===== config.mk =====
export PLATFORM = sky130hd
export DESIGN_NAME = late_narrow_csel_add
export DESIGN_NICKNAME = d
export VERILOG_FILES = /design/src/rtl/late_narrow_csel_add.sv
export SDC_FILE = /design/constraint.sdc
export NUM_CORES = 1
export LEC_CHECK = 0
export BUFFER_PORTS_ARGS = -buffer_cell sky130_fd_sc_hd__buf_4
export CAP_MARGIN = 40
export CORE_MARGIN = 3
export CORE_UTILIZATION = 41
export DETAILED_ROUTE_END_ITERATION = 7
export PLACE_DENSITY = 0.86
export RECOVER_POWER = 25
export SYNTH_ARGS = -nofsm -noshare
export SYNTH_HDL_FRONTEND = slang
export SYNTH_SLANG_ARGS = --single-unit

===== constraint.sdc =====
create_clock -name vclk -period 2.3
set_input_delay 0.23 -clock vclk [all_inputs]
set_output_delay 0.23 -clock vclk [all_outputs]
set_load 0.05 [all_outputs]

===== src/rtl/late_narrow_csel_add.sv =====
module late_narrow_csel_add #(
  parameter int WA = 24,
  parameter int K  = 8,
  parameter int W  = 32
) (
  input  logic [WA-1:0] wide_in,
  input  logic [K-1:0]  narrow_in,
  output logic [W-1:0]  sum_out
);
  localparam int HW = W - K;

  if (K < 1 || K >= W) begin : g_bad_split
    $error("split point out of range");
  end
  if (WA < K || WA > W) begin : g_bad_wide
    $error("wide operand width out of range");
  end
  if (K > 16) begin : g_bad_narrow
    $error("narrow operand too wide");
  end
  if (HW < 8) begin : g_bad_high
    $error("upper part too narrow");
  end

  logic [W-1:0]  wide_ext;
  logic [K:0]    lo_part;
  logic [HW-1:0] hi_keep;
  logic [HW-1:0] hi_bump;
  logic [HW-1:0] hi_pick;
  logic [W-1:0]  ref_sum;

  always_comb begin
    wide_ext = W'(wide_in);
    lo_part  = {1'b0, wide_ext[K-1:0]} + {1'b0, narrow_in};
    hi_keep  = wide_ext[W-1:K];
    hi_bump  = hi_keep + HW'(1);
    hi_pick  = lo_part[K] ? hi_bump : hi_keep;
    sum_out  = {hi_pick, lo_part[K-1:0]};

    ref_sum = wide_ext + W'(narrow_in);
    a_r1_matches_plain_sum: assert (sum_out == ref_sum);
    a_r3_carry_when_low_overflows: assert (lo_part[K] == (narrow_in > ~wide_ext[K-1:0]));
    a_r4_bump_zero_only_on_wrap: assert (hi_bump != '0 || hi_keep == '1);
    a_r5_zero_extension: assert ((sum_out >> WA) <= W'(1));
    a_r6_zero_in_zero_out: assert (wide_in != '0 || narrow_in != '0 || sum_out == '0);
  end
endmodule


==> out/results.ini, run 1 <==
[run_status]
status=did not finish
haltStage=global routing
tool.error=[ERROR DPL-0038] Utilization greater than 100%, impossible to legalize

[floorplanning]
start_util_pct=46.2
rows=14
die_h_um=48.6
ios=64
die_w_um=48.6

[sta]
endpoint_type=top-level output
postGrtWorstEndpoint=sum_out[15]

[yosys]
synth_cell_types=29
synthXorXnorAreaFrac_pct=24.7
yosys_warnings=0
synthMuxAreaShare_pct=0
synthCells=102
yosysTopAreaCellShare_pct=15.1
synth_fa_ha_area_share_pct=17.8
yosysTopAreaCell=ha_1
synth_top_family_by_area=simple AND/OR/NAND/NOR gates
synthTopCellsByArea=ha_1 (15%), xnor2_1 (14%), xor2_1 (11%)
synth-simple-area-share_pct=32.4
syn-cell-area_um2=744
yosysMostFrequentCell=xnor2_1
ys_seq_area_share_pct=0
netlist_top_cells_count=xnor2_1 (12), nand2_1 (11), ha_1 (9), nand3_1 (9), xor2_1 (9)
synth_compound_area_share_pct=12.4
syn_area_per_cell_um2=7.30

[place]
place_congestion=0.759
dp.final_hpwl_um=2300
placed_cells=193
place.port_buffers=57

[global_route]
grt_max_degree=7

[cts]
postCtsHoldBufs=0

## cell families after synthesis
| group | Yosys count |
|---|---|
| simple gates | 44 |
| xor+xnor | 21 |
| buf+inv | 15 |
| compound gates | 11 |
| fa+ha+maj | 10 |
| other cells | 1 |
## through the flow
stage	area [um^2]	setup WS (ns)	hold WS (ns)	setup TNS (ns)	util [%]
2_1_floorplan	935	-0.117	0.585	-0.192	-
3_5_place_dp	1420	-0.170	0.793	-1.54	88.0
4_1_cts	1510	0.000898	0.785	0	93.6
3_3_place_gp	1420	-0.0858	0.785	-0.643	88.0
## what timing repair did
action,4_1_cts
cloned,1
buffers inserted,1
gates resized for setup,19
pin swaps,3
setup endpoints to repair,14
==> inputs of run 2 (changes only) <==
--- a/config.mk
+++ b/config.mk
@@ -7,10 +7,10 @@
 export LEC_CHECK = 0
 export BUFFER_PORTS_ARGS = -buffer_cell sky130_fd_sc_hd__buf_4
 export CAP_MARGIN = 40
-export CORE_MARGIN = 3
-export CORE_UTILIZATION = 41
+export CORE_AREA = 3 3 64 66
 export DETAILED_ROUTE_END_ITERATION = 7
-export PLACE_DENSITY = 0.86
+export DIE_AREA = 0 0 67 69
+export PLACE_DENSITY_LB_ADDON = 0.15
 export RECOVER_POWER = 25
 export SYNTH_ARGS = -nofsm -noshare
 export SYNTH_HDL_FRONTEND = slang
==> out/results.ini, run 2 <==
[floorplanning]
ios=64  ; unchanged
die_h_um=69  ; +42%
placeableCoreArea_mm2=0.00363
rows=22  ; +8
start_util_pct=20.5  ; -26 points
dieArea_mm2=0.00462
die_w_um=67  ; +38%

[worst_hold_path]
hold_class=primary input to primary output
hold_depth=3

[yosys]
synthCells=102  ; unchanged
synth_cell_types=29  ; unchanged
syn-cell-area_um2=744  ; unchanged
yosysTopAreaCell=ha_1
yosysTopAreaCellShare_pct=15.1  ; unchanged
yosys_warnings=0  ; unchanged
synthTopCellsByArea=ha_1 (15%), xnor2_1 (14%), xor2_1 (11%)
syn_area_per_cell_um2=7.30  ; unchanged
yosysMostFrequentCell=xnor2_1
netlist_top_cells_count=xnor2_1 (12), nand2_1 (11), ha_1 (9), nand3_1 (9), xor2_1 (9)
ys_seq_area_share_pct=0  ; unchanged

[run_status]
status=completed

[global_route]
grt_max_degree=7
antenna_found_initial=0
grt-ovfl-total=0
grt_pass1_wl_um=3840
grtUsageTotal_pct=9.66
grt_pass1_vias=935

[sta]
finalSetupViolCount=0
period_share_pct=99.6
setup_tns_ns=0
max_freq_ghz=0.437
slew_headroom_pct=20.1
rsz0062_at_grt=true
holdWs_ns=0.763
hold_violations=0
tightest_slew_ns=1.19
min_period_ns=2.29
slew_viol_final=0

[worst_setup_path]
crit_path_top_delay_cell=nor3_1
critPathKind=primary input to primary output
cp_cell_sequence=buf_4 > nand3_1 > nor3_1 > nand3_4 > xnor2_2 > buf_6
setup.worst_path.end_class=primary output
start_kind=primary input
crit_arrival_ns=2.06
max_stage_delay_ns=0.97
required_ns=2.07
path_max_fanout=4

[cts]
postCtsHoldBufs=0  ; unchanged

[routing]
drtAntennaViolNets=0
avgRoutedWirePerCell_um=10.7
drtPass1Iterations=3
vias=937
via_per_inst=4.24
routed_wl_um=2370
drc=0
drt_iter0_drc=12

[place]
dp.final_hpwl_um=2080  ; -9.5%
dpl_cell_area_mm2=0.00147  ; +3.3%
place_congestion=0.702  ; -7.5%
placed_cells=216  ; +12%
place.port_buffers=57  ; unchanged

[power_and_ir_drop]
p_leak_nw=0.751
power_density_mw_per_mm2=333
peakVddDrop_v=0.000105

[finish]
area_delta_synth_final_pct=118
instances_no_fill=221
seq_cell_count=0
seq_area_um2=0
final_nets=217
nFillCells=382
layout_common_cells=buf_4 (53), buf_6 (15), nand2_1 (11), ha_1 (8)
antenna_cells=0
clockBufferCount=0
final_area_mm2=0.00163
final_common_cell=buf_4
layout-drive-gt1-share_pct=60.1

[run]
drv_cap=0

## run 2: cell counts after synthesis
No cell type changed its count.
## run 2: final cells by class
class	count	area, um^2	share of cell area, %
timing repair buffer	73	597	36.7
inverter	7	26.3	1.62
multi-input combinational	93	942	58.0
tap	48	60.1	3.70
## run 2: cell families (layout without fill, tap and decap cells)
group	Yosys count	after routing	synth area share (%)
other cells	1	7	0.504
compound gates	11	11	12.4
simple gates	44	44	32.4
xor+xnor	21	21	24.7
buf+inv	15	80	12.1
fa+ha+maj	10	10	17.8
## run 2: final timing paths
path | startpoint | endpoint | slack (ns)
max | wide_in[8] | sum_out[19] | 0.01
min | wide_in[20] | sum_out[20] | 0.76
## run 2: stage by stage
stage	power [mW]	worst slack, ns	utilization (%)
global route	0.576	-0.0821	44.7
finish	0.542	0.00977	44.7
detailed placement	0.525	-0.166	40.3
floorplan	0.351	-0.117	-
CTS	0.545	-0.00829	43.1
global placement	0.521	-0.160	40.3
## run 2: critical path, delay by kind of cell
| kind | cells | cell delay, ns |
|---|---|---|
| xor gates and xnor gates | 1 | 0.22 |
| buffers and inverters | 2 | 0.29 |
| and+or+nand+nor | 3 | 1.32 |
## run 2: timing repair
item                                    4_1_cts  5_1_grt
buffers inserted                              4        2
pin swaps                                     9       14
endpoints found under the setup margin       15       11
endpoints found under the hold margin         0        0
gates resized for setup                      21       12
## run 2: metal layers
metal,GRT usage [%],wire length (um)
met5,0,0
met4,0,0
met3,0.977,220
met2,19.7,1320
met1,10.9,826
## run 2: power breakdown
part	switching [mW]	internal [mW]	total [mW]
sequential	0	0	0
combinational	0.343	0.199	0.542
clock	0	0	0
Note: power is estimated with default switching activity, not from simulation.
==> inputs of run 3 (changes only) <==
--- a/config.mk
+++ b/config.mk
@@ -5,7 +5,7 @@
 export SDC_FILE = /design/constraint.sdc
 export NUM_CORES = 1
 export LEC_CHECK = 0
-export BUFFER_PORTS_ARGS = -buffer_cell sky130_fd_sc_hd__buf_4
+export BUFFER_PORTS_ARGS = -buffer_cell sky130_fd_sc_hd__buf_2
 export CAP_MARGIN = 40
 export CORE_AREA = 3 3 64 66
 export DETAILED_ROUTE_END_ITERATION = 7
==> out/results.ini, run 3 (synthesis gave the netlist of run 2 again) <==
[routing]
vias=933  ; -0.43%
drtPass1Iterations=2  ; -1
drtAntennaViolNets=0  ; unchanged
drt_iter0_drc=10  ; -2
drc=0  ; unchanged
routed_wl_um=2380  ; +0.38%
avgRoutedWirePerCell_um=10.7  ; about the same
via_per_inst=4.20  ; -0.88%

[cts]
postCtsHoldBufs=0  ; unchanged

[finish]
layout-drive-gt1-share_pct=60.9  ; +0.80 points
final_area_mm2=0.00157  ; -3.2%
clockBufferCount=0  ; unchanged
final_nets=218  ; +0.46%
instances_no_fill=222  ; +0.45%
nFillCells=387  ; +1.3%
antenna_cells=0  ; unchanged
area_delta_synth_final_pct=111
layout_common_cells=buf_2 (36), buf_6 (21), buf_4 (12), nand2_1 (11), ha_1 (8)
final_common_cell=buf_2
seq_area_um2=0  ; unchanged
seq_cell_count=0  ; unchanged

[sta]
slew_headroom_pct=49.1  ; +29 points
hold_violations=0  ; unchanged
slew_viol_final=0  ; unchanged
tightest_slew_ns=0.757  ; -0.431 ns
finalSetupViolCount=0  ; unchanged
max_freq_ghz=0.443  ; +1.4%
period_share_pct=98.2  ; -1.4 points
min_period_ns=2.26  ; -0.0315 ns
rsz0062_at_grt=true

[power_and_ir_drop]
peakVddDrop_v=0.000110  ; +4.9%
p_leak_nw=0.759  ; +1.1%
power_density_mw_per_mm2=333  ; -0.23%

[place]
place_congestion=0.712  ; +1.4%
placed_cells=219  ; +1.4%
dp.final_hpwl_um=2040  ; -2.0%
place.port_buffers=57  ; unchanged
dpl_cell_area_mm2=0.00135  ; -8.2%

[worst_setup_path]
required_ns=2.07  ; about the same
start_kind=primary input
worst_path_most_repeated_cell=buf_6
worst-path-buf-inv=5  ; +3
critPathKind=primary input to primary output
path_max_fanout=6  ; +2
cp_cell_sequence=buf_6 > ha_4 > inv_2 > fa_2 > nand2b_4 > a21oi_4 > buf_6 > o41a_1 > buf_6 > nand3_2 > xnor2_2 > buf_6
setup.worst_path.end_class=primary output
max_stage_delay_ns=0.33  ; -0.64 ns
crit_path_top_delay_cell=fa_2
crit_arrival_ns=2.03  ; -0.03 ns
path_delay_family=buffers and inverters

[worst_hold_path]
hold_depth=3  ; unchanged
hold_class=primary input to primary output
hold_start=wide_in[15]
hold_path_end=sum_out[15]

[floorplanning]
start_util_pct=20.5  ; unchanged
die_w_um=67  ; unchanged
rows=22  ; unchanged
dieArea_mm2=0.00462  ; unchanged
ios=64  ; unchanged
die_h_um=69  ; unchanged
placeableCoreArea_mm2=0.00363  ; unchanged

[run_status]
status=completed

[global_route]
grt_pass1_vias=908  ; -2.9%
grt_pass1_wl_um=3800  ; -1.1%
grt_max_degree=9  ; +2
antenna_found_initial=0  ; unchanged
grt-ovfl-total=0  ; unchanged
grtUsageTotal_pct=9.86  ; +0.20 points

[run]
drv_cap=0  ; unchanged

==> run 3: timing repair <==
action,4_1_cts,5_1_grt
endpoints found under the setup margin,16,16
gates resized for setup,37,18
buffers inserted,3,0
pin swaps,3,10
==> run 3: cell type report <==
class	instances	area, um^2	area share [%]
inverter	7	26.3	1.67
multi-input combinational	93	946	60.1
timing repair buffer	74	542	34.4
tap	48	60.1	3.82
==> run 3: metal layers <==
layer | vias up | track usage, % | wire, um
met5 | - | 0 | 0
met4 | 0 | 0 | 0
met3 | 0 | 1.47 | 219
met2 | 38 | 20.1 | 1300
met1 | 421 | 10.8 | 859
li1 | 474 | - | -
==> run 3: report_power, final <==
group / switching [mW] / total [mW] / internal (mW)
Combinational: 0.345 / 0.524 / 0.179
Sequential: 0 / 0 / 0
Clock: 0 / 0 / 0
Total: 0.345 / 0.524 / 0.179
==> run 3: worst max-delay path by stage <==
stage	to	start	depth (start not counted)	slack (ns)
5_1_grt	sum_out[17]	wide_in[0]	12	-0.06
2_1_floorplan	sum_out[13]	wide_in[0]	9	-0.12
6_report	sum_out[17]	wide_in[0]	12	0.04
3_5_place_dp	sum_out[21]	wide_in[0]	11	-0.25
4_1_cts	sum_out[14]	wide_in[0]	12	0.01
3_3_place_gp	sum_out[21]	wide_in[0]	11	-0.22
==> run 3: per-stage QoR <==
stage / setup TNS (ns) / util, % / total power [mW] / hold slack [ns] / setup slack, ns
detailed placement: -2.95 / 37.0 / 0.481 / 0.819 / -0.252
global placement: -2.32 / 37.0 / 0.479 / 0.820 / -0.219
finish: 0 / 43.3 / 0.524 / 0.786 / 0.0413
global route: -0.0972 / 43.3 / 0.558 / 0.797 / -0.0563
floorplan: -0.192 / - / 0.351 / 0.585 / -0.117
CTS: 0 / 41.4 / 0.517 / 0.786 / 0.0127
==> inputs of run 4 (changes only) <==
--- a/config.mk
+++ b/config.mk
@@ -7,9 +7,9 @@
 export LEC_CHECK = 0
 export BUFFER_PORTS_ARGS = -buffer_cell sky130_fd_sc_hd__buf_2
 export CAP_MARGIN = 40
-export CORE_AREA = 3 3 64 66
+export CORE_AREA = 4 4 65 67
 export DETAILED_ROUTE_END_ITERATION = 7
-export DIE_AREA = 0 0 67 69
+export DIE_AREA = 0 0 69 71
 export PLACE_DENSITY_LB_ADDON = 0.15
 export RECOVER_POWER = 25
 export SYNTH_ARGS = -nofsm -noshare
==> out/results.ini, run 4 (synthesis gave the netlist of run 2 again) <==
[run_status]
status=finished with violations
violations=setup timing

[run]
drv_cap=0  ; unchanged

[floorplanning]
dieArea_mm2=0.00490  ; +6.0%
start_util_pct=20.5  ; unchanged
die_w_um=69  ; +3.0%
rows=22  ; unchanged
placeableCoreArea_mm2=0.00363  ; unchanged
die_h_um=71  ; +2.9%
ios=64  ; unchanged

[global_route]
use_met1_pct=9.97  ; -0.83 points
grt_use_met3_pct=1.99  ; +0.52 points
grtUsageMet2_pct=19.3  ; -0.81 points
grt_pass1_vias=972  ; +7.0%
antenna_found_initial=0  ; unchanged
busiest_layer=met2
grtUsageTotal_pct=9.26  ; -0.60 points
grt_max_degree=11  ; +2
grt-ovfl-total=0  ; unchanged
grt_pass1_wl_um=4040  ; +6.5%

[sta]
slew_viol_final=0  ; unchanged
tightest_slew_ns=0.623  ; -0.135 ns
rsz0062_at_grt=true
holdWs_ns=0.776  ; -0.0101 ns
layout_setup_ws_ns=-0.000860  ; -0.0422 ns
max_freq_ghz=0.435  ; -1.8%
finalSetupViolCount=1  ; +1
slew_headroom_pct=58.3  ; +9.1 points
min_period_ns=2.30  ; +0.0422 ns
period_share_pct=100  ; +1.8 points
hold_violations=0  ; unchanged

[finish]
clockBufferCount=0  ; unchanged
layout-drive-gt1-share_pct=62.6  ; +1.7 points
final_nets=218  ; unchanged
nFillCells=386  ; -0.26%
antenna_cells=0  ; unchanged
area_delta_synth_final_pct=117
fin_util_pct=44.5  ; +1.2 points
final_area_mm2=0.00162  ; +2.7%
seq_cell_count=0  ; unchanged
multiInputGateArea_um2=956  ; +1.1%
seq_area_um2=0  ; unchanged
layout_common_cells=buf_2 (36), buf_6 (19), buf_4 (13), nand2_1 (10), ha_1 (8)
final_common_cell=buf_2

[routing]
drtPass1Iterations=2  ; unchanged
routed_wl_um=2410  ; +1.4%
via_per_inst=4.19  ; -0.32%
drt_iter0_drc=7  ; -3
avgRoutedWirePerCell_um=10.9  ; +1.4%
drc=0  ; unchanged
drtAntennaViolNets=0  ; unchanged
vias=930  ; -0.32%

[worst_setup_path]
cp_cell_sequence=buf_6 > ha_4 > inv_2 > fa_2 > nand2b_4 > a21oi_4 > o41ai_4 > buf_12 > nor3_4 > buf_6 > xor2_4 > buf_8
setup.worst_path.end_class=primary output
start_kind=primary input
critPathKind=primary input to primary output
crit_arrival_ns=2.07  ; +0.04 ns
crit_path_top_delay_cell=fa_2
required_ns=2.07  ; about the same
path_max_fanout=5  ; -1
cp-endpoint=sum_out[22]
startpoint=narrow_in[0]
worst_path_most_repeated_cell=buf_6
max_stage_delay_ns=0.35  ; +0.02 ns

[power_and_ir_drop]
combPwrFrac_pct=100.0  ; about the same
internal_power_mw=0.197  ; +10%
p_clk_share_pct=0  ; unchanged
p_total_mw=0.546  ; +4.3%
seqPwrFrac_pct=0  ; unchanged
peakVddDrop_v=0.000106  ; -3.9%
p_leak_nw=0.779  ; +2.6%
power_density_mw_per_mm2=338  ; +1.6%
switchingPower_mw=0.349  ; +1.2%
swShare_pct=63.9  ; -2.0 points

[place]
place.port_buffers=57  ; unchanged
place_congestion=0.737  ; +3.5%
dp.final_hpwl_um=2120  ; +3.7%
dpl_cell_area_mm2=0.00133  ; -1.1%

[worst_hold_path]
hold_depth=3  ; unchanged
hold_class=primary input to primary output

[cts]
postCtsHoldBufs=0  ; unchanged

==> run 4: cell types whose count changed in the layout (fill, tap and decap cells not counted), moves of 2 or more <==
| cell | delta |
|---|---|
| clkbuf_1 | -2 |
| buf_8 | +2 |
| nor2_4 | -2 |
| buf_6 | -2 |
| nand3_4 | +2 |
==> run 4: how the worst min path moves through the flow <==
stage | start | to
final | wide_in[23] | sum_out[23]
after CTS | wide_in[20] | sum_out[20]
after floorplan | wide_in[14] | sum_out[14]
after global placement | wide_in[20] | sum_out[20]
after detailed placement | wide_in[20] | sum_out[20]
after global routing | wide_in[23] | sum_out[23]
==> run 4: cell type report <==
type | instances | share of cell area [%]
inverters | 7 | 1.63
repair buffers | 74 | 35.5
well taps | 48 | 3.72
multi-input cells | 93 | 59.1
==> run 4: critical path, delay by kind of cell <==
| kind | cells | cell delay (ns) |
|---|---|---|
| xor+xnor | 1 | 0.15 |
| compound gates | 2 | 0.31 |
| simple gates | 2 | 0.34 |
| buf+inv | 5 | 0.56 |
| fa+ha+maj | 2 | 0.48 |
==> run 4: power groups by stage <==
stage / sequential (mW) / combinational (mW) / clock (mW)
finish: 0 / 0.546 / 0
global route: 0 / 0.578 / 0
CTS: 0 / 0.503 / 0
detailed placement: 0 / 0.478 / 0
global placement: 0 / 0.474 / 0
floorplan: 0 / 0.351 / 0
==> run 4: routing by layer <==
metal	vias to the layer above	part of all wire [%]
li1	481	-
met1	413	37
met2	36	54
met3	0	8.3
met4	0	0
met5	-	0
==> run 4: timing repair <==
action                                  CTS  global route
buffers inserted                          2             2
pin swaps                                 2            12
endpoints found under the setup margin   16            17
gates cloned                              0             1
gates resized for setup                  25            40
==> run 4: through the flow <==
step | setup TNS (ns) | worst slack [ns] | instances
after floorplan | -0.192 | -0.117 | 108
after global placement | -1.93 | -0.225 | 217
after detailed placement | -2.15 | -0.236 | 217
after CTS | -0.0321 | -0.0136 | 219
after global routing | -0.681 | -0.104 | 222
final | -0.000860 | -0.000860 | 222
